===== config.mk =====
export PLATFORM = sky130hd
export DESIGN_NAME = pcm_serial_tx
export DESIGN_NICKNAME = d
export VERILOG_FILES = /design/src/rtl/pcm_serial_tx_pkg.sv /design/src/rtl/pcm_tx_timing.sv /design/src/rtl/pcm_tx_format.sv /design/src/rtl/pcm_tx_shreg.sv /design/src/rtl/pcm_serial_tx.sv
export SDC_FILE = /design/constraint.sdc
export NUM_CORES = 1
export LEC_CHECK = 0
export BUFFER_PORTS_ARGS = -buffer_cell sky130_fd_sc_hd__buf_2
export CAP_MARGIN = 30
export CORE_MARGIN = 2
export CORE_UTILIZATION = 49
export DETAILED_ROUTE_END_ITERATION = 6
export PLACE_DENSITY = 0.7
export SYNTH_ARGS = -nofsm -noshare
export SYNTH_HDL_FRONTEND = slang
export SYNTH_HIERARCHICAL = 1
export SYNTH_SLANG_ARGS = --single-unit

===== constraint.sdc =====
create_clock -name clk_i -period 5.4 [get_ports clk_i]
set_clock_uncertainty 0.15 [all_clocks]
set_input_delay 0.27 -clock clk_i [delete_from_list [all_inputs] [get_ports clk_i]]
set_output_delay 0.27 -clock clk_i [all_outputs]
set_load 0.02 [all_outputs]

===== src/rtl/pcm_serial_tx_pkg.sv =====
`timescale 1ns/1ps
package pcm_serial_tx_pkg;

  localparam int unsigned OSR_MAX_SH = 2;

  typedef struct packed {
    logic [1:0] osr;
    logic       wpol;
  } tim_cfg_t;

  localparam tim_cfg_t TIM_CFG_RST = '{osr: 2'd3, wpol: 1'b0};

  // bits dropped from a 24-bit sample for each size code
  function automatic logic [3:0] drop_bits(input logic [1:0] code);
    case (code)
      2'd0:    drop_bits = 4'd8;
      2'd1:    drop_bits = 4'd6;
      2'd2:    drop_bits = 4'd4;
      default: drop_bits = 4'd0;
    endcase
  endfunction

  // log2 of system clocks per bit-clock half period; code 0 aliases code 3
  function automatic logic [1:0] osr_shift(input logic [1:0] code);
    case (code)
      2'd1:    osr_shift = 2'd2;
      2'd2:    osr_shift = 2'd1;
      default: osr_shift = 2'd0;
    endcase
  endfunction

endpackage


===== src/rtl/pcm_tx_timing.sv =====
`timescale 1ns/1ps
module pcm_tx_timing
  import pcm_serial_tx_pkg::*;
#(
  parameter int unsigned SLOTS = 32
) (
  input  logic                     clk_i,
  input  logic                     rst_ni,
  input  tim_cfg_t                 cfg_i,
  output logic                     load_o,
  output logic                     bck_o,
  output logic                     wck_o,
  output logic [$clog2(SLOTS)-1:0] slot_o
);
  localparam int unsigned SLOT_W = $clog2(SLOTS);
  localparam int unsigned CNT_W  = SLOT_W + 1 + OSR_MAX_SH;
  localparam int unsigned IDX_W  = $clog2(CNT_W);

  tim_cfg_t         cfg_q;
  logic [CNT_W-1:0] cnt_q;
  logic [1:0]       sh;
  logic [CNT_W:0]   span;
  logic [IDX_W-1:0] bck_idx, wck_idx;

  assign sh      = osr_shift(cfg_q.osr);
  assign span    = (CNT_W+1)'(2 * SLOTS) << sh;
  assign load_o  = (cnt_q == CNT_W'(span - 1'b1));
  assign bck_idx = IDX_W'(sh);
  assign wck_idx = IDX_W'(sh) + IDX_W'(SLOT_W);
  assign bck_o   = cnt_q[bck_idx];
  assign wck_o   = cnt_q[wck_idx] ^ cfg_q.wpol;
  assign slot_o  = SLOT_W'(cnt_q >> (sh + 2'd1));

  always_ff @(posedge clk_i or negedge rst_ni) begin
    if (!rst_ni) begin
      cfg_q <= TIM_CFG_RST;
      cnt_q <= CNT_W'(2 * SLOTS - 1);
    end else if (load_o) begin
      cfg_q <= cfg_i;
      cnt_q <= '0;
    end else begin
      cnt_q <= cnt_q + 1'b1;
    end
  end
endmodule


===== src/rtl/pcm_tx_format.sv =====
`timescale 1ns/1ps
module pcm_tx_format
  import pcm_serial_tx_pkg::*;
#(
  parameter int unsigned SAMPLE_W = 24
) (
  input  logic [SAMPLE_W-1:0] sample_i,
  input  logic                valid_i,
  input  logic [1:0]          size_i,
  input  logic                cob_i,
  output logic [SAMPLE_W-1:0] word_o
);
  localparam int unsigned CUT_W = $clog2(SAMPLE_W + 1);

  logic [CUT_W-1:0]    cut;
  logic [SAMPLE_W-1:0] raw;

  assign cut = CUT_W'(drop_bits(size_i)) + CUT_W'(SAMPLE_W - 24);
  assign raw = valid_i ? sample_i : '0;

  for (genvar i = 0; i < SAMPLE_W; i++) begin : g_bit
    if (i == SAMPLE_W - 1) begin : g_msb
      assign word_o[i] = raw[i];
    end else begin : g_low
      assign word_o[i] = (CUT_W'(i) >= cut) & (raw[i] ^ cob_i);
    end
  end
endmodule


===== src/rtl/pcm_tx_shreg.sv =====
`timescale 1ns/1ps
module pcm_tx_shreg #(
  parameter int unsigned SAMPLE_W = 24,
  parameter int unsigned SLOTS    = 32
) (
  input  logic                     clk_i,
  input  logic                     rst_ni,
  input  logic                     load_i,
  input  logic [SAMPLE_W-1:0]      word_i,
  input  logic [$clog2(SLOTS)-1:0] slot_i,
  output logic                     sdo_o
);
  logic [SAMPLE_W-1:0] word_q;
  logic [SAMPLE_W-1:0] aligned;

  // shifting by slot >= SAMPLE_W leaves zero, which gives the silent tail
  assign aligned = word_q << slot_i;
  assign sdo_o   = aligned[SAMPLE_W-1];

  always_ff @(posedge clk_i or negedge rst_ni) begin
    if (!rst_ni)     word_q <= '0;
    else if (load_i) word_q <= word_i;
  end
endmodule


===== src/rtl/pcm_serial_tx.sv =====
`timescale 1ns/1ps
module pcm_serial_tx
  import pcm_serial_tx_pkg::*;
#(
  parameter int unsigned SAMPLE_W = 24,
  parameter int unsigned SLOTS    = 32
) (
  input  logic                clk_i,
  input  logic                rst_ni,
  input  logic [SAMPLE_W-1:0] sample_i,
  input  logic                valid_i,
  output logic                ready_o,
  input  logic [1:0]          size_i,
  input  logic [1:0]          osr_i,
  input  logic                wpol_i,
  input  logic                cob_i,
  output logic                bck_o,
  output logic                wck_o,
  output logic                sdo_o
);
  localparam int unsigned SLOT_W = $clog2(SLOTS);

  tim_cfg_t            tcfg;
  logic                load;
  logic [SLOT_W-1:0]   slot;
  logic [SAMPLE_W-1:0] fmt_word;

  assign tcfg    = '{osr: osr_i, wpol: wpol_i};
  assign ready_o = load;

  pcm_tx_timing #(.SLOTS(SLOTS)) u_timing (
    .clk_i (clk_i),
    .rst_ni(rst_ni),
    .cfg_i (tcfg),
    .load_o(load),
    .bck_o (bck_o),
    .wck_o (wck_o),
    .slot_o(slot)
  );

  pcm_tx_format #(.SAMPLE_W(SAMPLE_W)) u_format (
    .sample_i(sample_i),
    .valid_i (valid_i),
    .size_i  (size_i),
    .cob_i   (cob_i),
    .word_o  (fmt_word)
  );

  pcm_tx_shreg #(.SAMPLE_W(SAMPLE_W), .SLOTS(SLOTS)) u_shreg (
    .clk_i (clk_i),
    .rst_ni(rst_ni),
    .load_i(load),
    .word_i(fmt_word),
    .slot_i(slot),
    .sdo_o (sdo_o)
  );
endmodule


-- Yosys cells after proc, flatten, opt, wreduce, memory -nomap -nowiden
Index checks and enable logic that the tools add are counted.
- flip-flop bits (word level): 35
- bits in latches: 0
- memory bits (writable): 0
- bits in read-only memories: 0
- logic and storage cells: 97
- memories kept: 0
- add/subtract/negate cells: 4
- $mul: 0
- divide/modulo/power cells: 0
- $lt $le $gt $ge: 25
- equal/unequal tests: 5
- shift operators: 3
- mux-type cells: 8
- bitwise operators: 47
- reductions and logical operators: 1
- operators with widths (operator ; number):
    $ge A5 B4 Y1 const A ; 7
    $ge A4 B4 Y1 const A ; 8
    $mux W24 ; 1
    $shl A24 B5 Y24 ; 1
    $xor A1 B1 Y1 ; 24
    $and A1 B1 Y1 ; 23
    $ge A3 B4 Y1 const A ; 4
    $pmux W4 S3 ; 1
    $add A8 B1 Y8 const B ; 1
    $eq A8 B8 Y1 ; 1
    $ge A1 B4 Y1 const A ; 2
    $ge A2 B4 Y1 const A ; 2
    $mux W8 ; 1
    $shl A7 B2 Y8 const A ; 1
    $shr A8 B2 Y5 ; 1
    $sub A8 B1 Y8 const B ; 1
    $eq A2 B1 Y1 const B ; 2
    $eq A2 B2 Y1 const B ; 2
    $lt A2 B4 Y1 const B ; 1
    $lt A3 B4 Y1 const B ; 1
    $pmux W2 S2 ; 1
    $add A2 B3 Y3 const B ; 1
    $bmux W1 S3 ; 1
    $add A2 B1 Y2 const B ; 1
    3 further kinds ; 4

-- Depth between registers and ports, before layout
- depth after elaboration: 6
- gate-level depth with buffers: 10

-- Modules after synthesis
The synthesis kept the hierarchy.
- modules (own cells, without submodules) (module ; instances ; cells an instance ; area an instance (µm²) ; seq. area each (µm²)):
    pcm_tx_shreg ; 1 ; 72 ; 1112.3 ; 600.6
    pcm_tx_timing ; 1 ; 69 ; 788.3 ; 285.3
    pcm_tx_format ; 1 ; 81 ; 614.3 ; 0.0

-- Least setup slack after synthesis
No wires, ideal clock.
- path kind: register -> output
- start: register u_timing/cfg_q[1] (netlist bit)
- end: output sdo_o
- arrival: 2.582 ns
- data required time: 4.980 ns
- setup slack: 2.398 ns
- stages on the path, launching flop included: 9
- path through: dfstp_2 > inv_1 > ha_1 > buf_2 > mux2i_1 > mux4_1 > mux2_2 > nand3_2 > nand4_1
- longest elaborated chain between the ends: 5
- RTL lines (what ; line ; text):
    from (decl) ; pcm_tx_timing.sv:19 ; tim_cfg_t cfg_q;
    from (signal assigned) ; pcm_tx_timing.sv:39 ; cfg_q <= cfg_i;
    $eq A2 B2 Y1 or $eq A2 B1 Y1 (tied branches) ; pcm_serial_tx_pkg.sv:25 ; case (code)
    $pmux W2 S2 * ; pcm_serial_tx_pkg.sv:25 ;
    $add A2 B1 Y2 * ; pcm_tx_timing.sv:32 ; assign slot_o = SLOT_W'(cnt_q >> (sh + 2'd1));
    $shr A8 B2 Y5 * ; pcm_tx_timing.sv:32 ;
    via slot[0] ; pcm_serial_tx.sv:25 ; logic [SLOT_W-1:0] slot;
    $shl A24 B5 Y24 * ; pcm_tx_shreg.sv:17 ; assign aligned = word_q << slot_i;
    to (decl) ; pcm_serial_tx.sv:19 ; output logic sdo_o
The timed path passes the listed nets; every way through them passes the cells marked *.

-- Final worst setup path
Same ends and word-level chain as after synthesis.

==> out/qor.csv <==
metric,value,unit
"commonest non-fill, non-tap cells in the layout","buf_2 (36), mux2_2 (28), dfrtp_1 (27)",
"Top FF cell, synth",dfrtp_1,
Slew Limit Fails,0,
"Power, Total",0.562,mW
Synthesis Warnings,6,
WL per Instance,14.3,um
vias in the first global route,1697,
"most common cell after layout, fill and taps aside",buf_2,
DRC errors left,0,
post-synthesis simple-gate area fraction,12.7,%
Area Overhead vs Synth,11.5,%
final setup TNS,0,ns
period utilization,68.4,%
initial antenna violation count,0,
global routing usage on met3,5.56,%
Tightest Pin Transition,0.857,ns
syn nets,264,
Cells after Synth,222,
number of clock sinks seen by CTS,35,
Cell Count Post-Placement,313,
cell row count,26,
Crit Path Class,reg2out,
TritonCTS clock tree,yes,
Critical Path AT,3.28,ns
global-route wire length before repair,7940,um
Critical Path RT,4.98,ns
GR Util All Layers,18.3,%
fmax,271,MHz
Compound-Gate Fraction of Synth Area,13.2,%
IO Port Bufs,36,
ant diodes,0,
final wirelength,4590,um
asr flop ratio synth,100,%
GP Congestion,0.769,
CTS clock-pin slew for the worst setup and hold paths,0.07,ns
Post-DP Area,0.00268,sq mm
Global Route met2 Usage,29.3,%
Synth cell types,45,
Synth Area in Adders,4.48,%
worst skew pair latency,0.29,ns
PwrDens,200,mW/mm^2
dpl ws,1.96,ns
"Most Used Layer, Global Route",met2,
I/O pin count,37,
LEAKAGE,1.29,nW
final hold viol count,0,
largest family of logic cells by synthesized area,multiplexers,
maxcap violations,0,
met1 GRT Util,24.9,%
CTS buffer count,5,
startpoint class of the critical path,register,
Setup-failing EPs final,0,
reg2reg setup slack,2.31,ns
post-synthesis xor/xnor area fraction,4.88,%
drt pass-1 iters,4,
syn_area_per_cell,11.3,sq um
fin worst setup slack,1.70,ns
Peak VDD IR,0.148,mV
Initial DRC Count,98,
largest net degree at the start of global routing,39,
Tmin final,3.70,ns
HP Class,in2reg,
mapped cell area,0.00251,sq mm
Core Region,0.00504,sq mm
Clock Tree Buf Depth,2,
Clock Tree Root,clkbuf_8,
Yosys reg bits,35,
fraction of layout cells with a size suffix above 1,39.3,%
die height,75.6,um
crit path max fanout,11,
NumNets Final,293,
DP HPWL,3260,um
Post-Layout Cell Count,322,
die span in x,75.6,um
GR Overflow Total,0,
fin area,0.00280,sq mm
sequential area share after synthesis,35.2,%
post-synthesis mux area share,23.9,%
antenna-violating nets left,0,
Rel. slew slack,41.3,%
full die area,0.00572,sq mm
number of synthesized flops with an enable pin,0,
via count,1723,
H-tree lvl count,2,
crit end category,output port,
run status,completed,
RSZ-0062 raised after global routing,no,
initial core utilization,49.9,%
vias per cell,5.35,
==> final cells by class <==
type                    instances  area [sq um]
inverters                       7          26.3
multi-input cells             164          1490
flip-flops and latches         35           886
fillers                       444          2240
clock buffers                   5          68.8
repair buffers                 38           198
well taps                      70          87.6
clock inverters                 3          47.5
==> registers in the layout, summed over array words and instances (netlist names) <==
| signal | flops |
|---|---|
| u_shreg/word_q | 24 |
| u_timing/cfg_q | 3 |
| u_timing/cnt_q | 8 |
==> critical path: stages (launching register included) <==
cell and delay [ns]:
dfstp_2 0.55, inv_1 0.06, ha_1 0.34, nand2b_1 0.23, a21boi_0 0.15, mux2i_1 0.68
mux4_2 0.60, nand3b_1 0.09, nand4_1 0.11, buf_2 0.18
==> synth_stat cells, types with 3 or more instances <==
cell type / count / area [sq um]
nand4_1: 3 / 18.8
o21ai_0: 4 / 20.0
dfrtp_1: 27 / 676
inv_1: 7 / 26.3
ha_1: 9 / 113
clkbuf_1: 3 / 11.3
a21oi_1: 15 / 75.1
xnor2_1: 11 / 96.3
a21bo_2: 7 / 70.1
a21bo_1: 5 / 50.1
mux2_2: 28 / 315
nor2_1: 5 / 18.8
nand3_1: 3 / 15.0
dfstp_2: 8 / 210
nand3b_1: 14 / 105
mux2i_1: 11 / 110
xor2_1: 3 / 26.3
mux4_1: 5 / 131
nand2_1: 12 / 45.0
buf_2: 5 / 25.0
buf_4: 3 / 22.5
buf_6: 3 / 33.8
==> cells by family (layout without fill, tap and decap cells) <==
logic type	count (synthesis)	count (layout)
AOI/OAI and AO/OA	44	44
xor gates and xnor gates	14	14
adders and majority gates	9	9
buffers and inverters	23	53
DFF	35	35
muxes	46	46
and+or+nand+nor	51	51
==> through the flow <==
stage	utilization (%)	hold slack, ns
2_1_floorplan	-	-0.176
3_3_place_gp	53.1	0.237
3_5_place_dp	53.1	0.242
4_1_cts	55.6	0.0567
5_1_grt	55.6	0.0537
6_report	55.6	0.0634
==> path summary, 6_finish.rpt <==
path / start / endpoint / cells past startpoint
max in group asynchronous: rst_ni / u_timing/cnt_q[7]$_DFF_PN0_ / 2
min reg2reg: u_shreg/word_q[8]$_DFFE_PN0P_ / u_shreg/word_q[8]$_DFFE_PN0P_ / 1
max: u_timing/cfg_q[1]$_DFFE_PN1N_ / sdo_o / 9
max reg2reg: u_timing/cfg_q[1]$_DFFE_PN1N_ / u_shreg/word_q[19]$_DFFE_PN0P_ / 6
min: osr_i[0] / u_timing/cfg_q[1]$_DFFE_PN1N_ / 2
min in group asynchronous: rst_ni / u_shreg/word_q[6]$_DFFE_PN0P_ / 2
==> power breakdown <==
part	switching [mW]	internal [mW]
Sequential	0	0.262
Combinational	0.0293	0.0270
Clock	0.103	0.140
==> routing by layer <==
metal	share of wire (%)	routed length (um)
met1	48	2210
met2	48	2210
met3	3.1	142
met4	0.50	23
met5	0	0
==> repair_timing <==
action,4_1_cts,5_1_grt
resized for setup,0,0
buffers inserted,0,0
hold endpoints to repair,27,0
hold buffers,1,0
(Power assumes the default switching activity.)
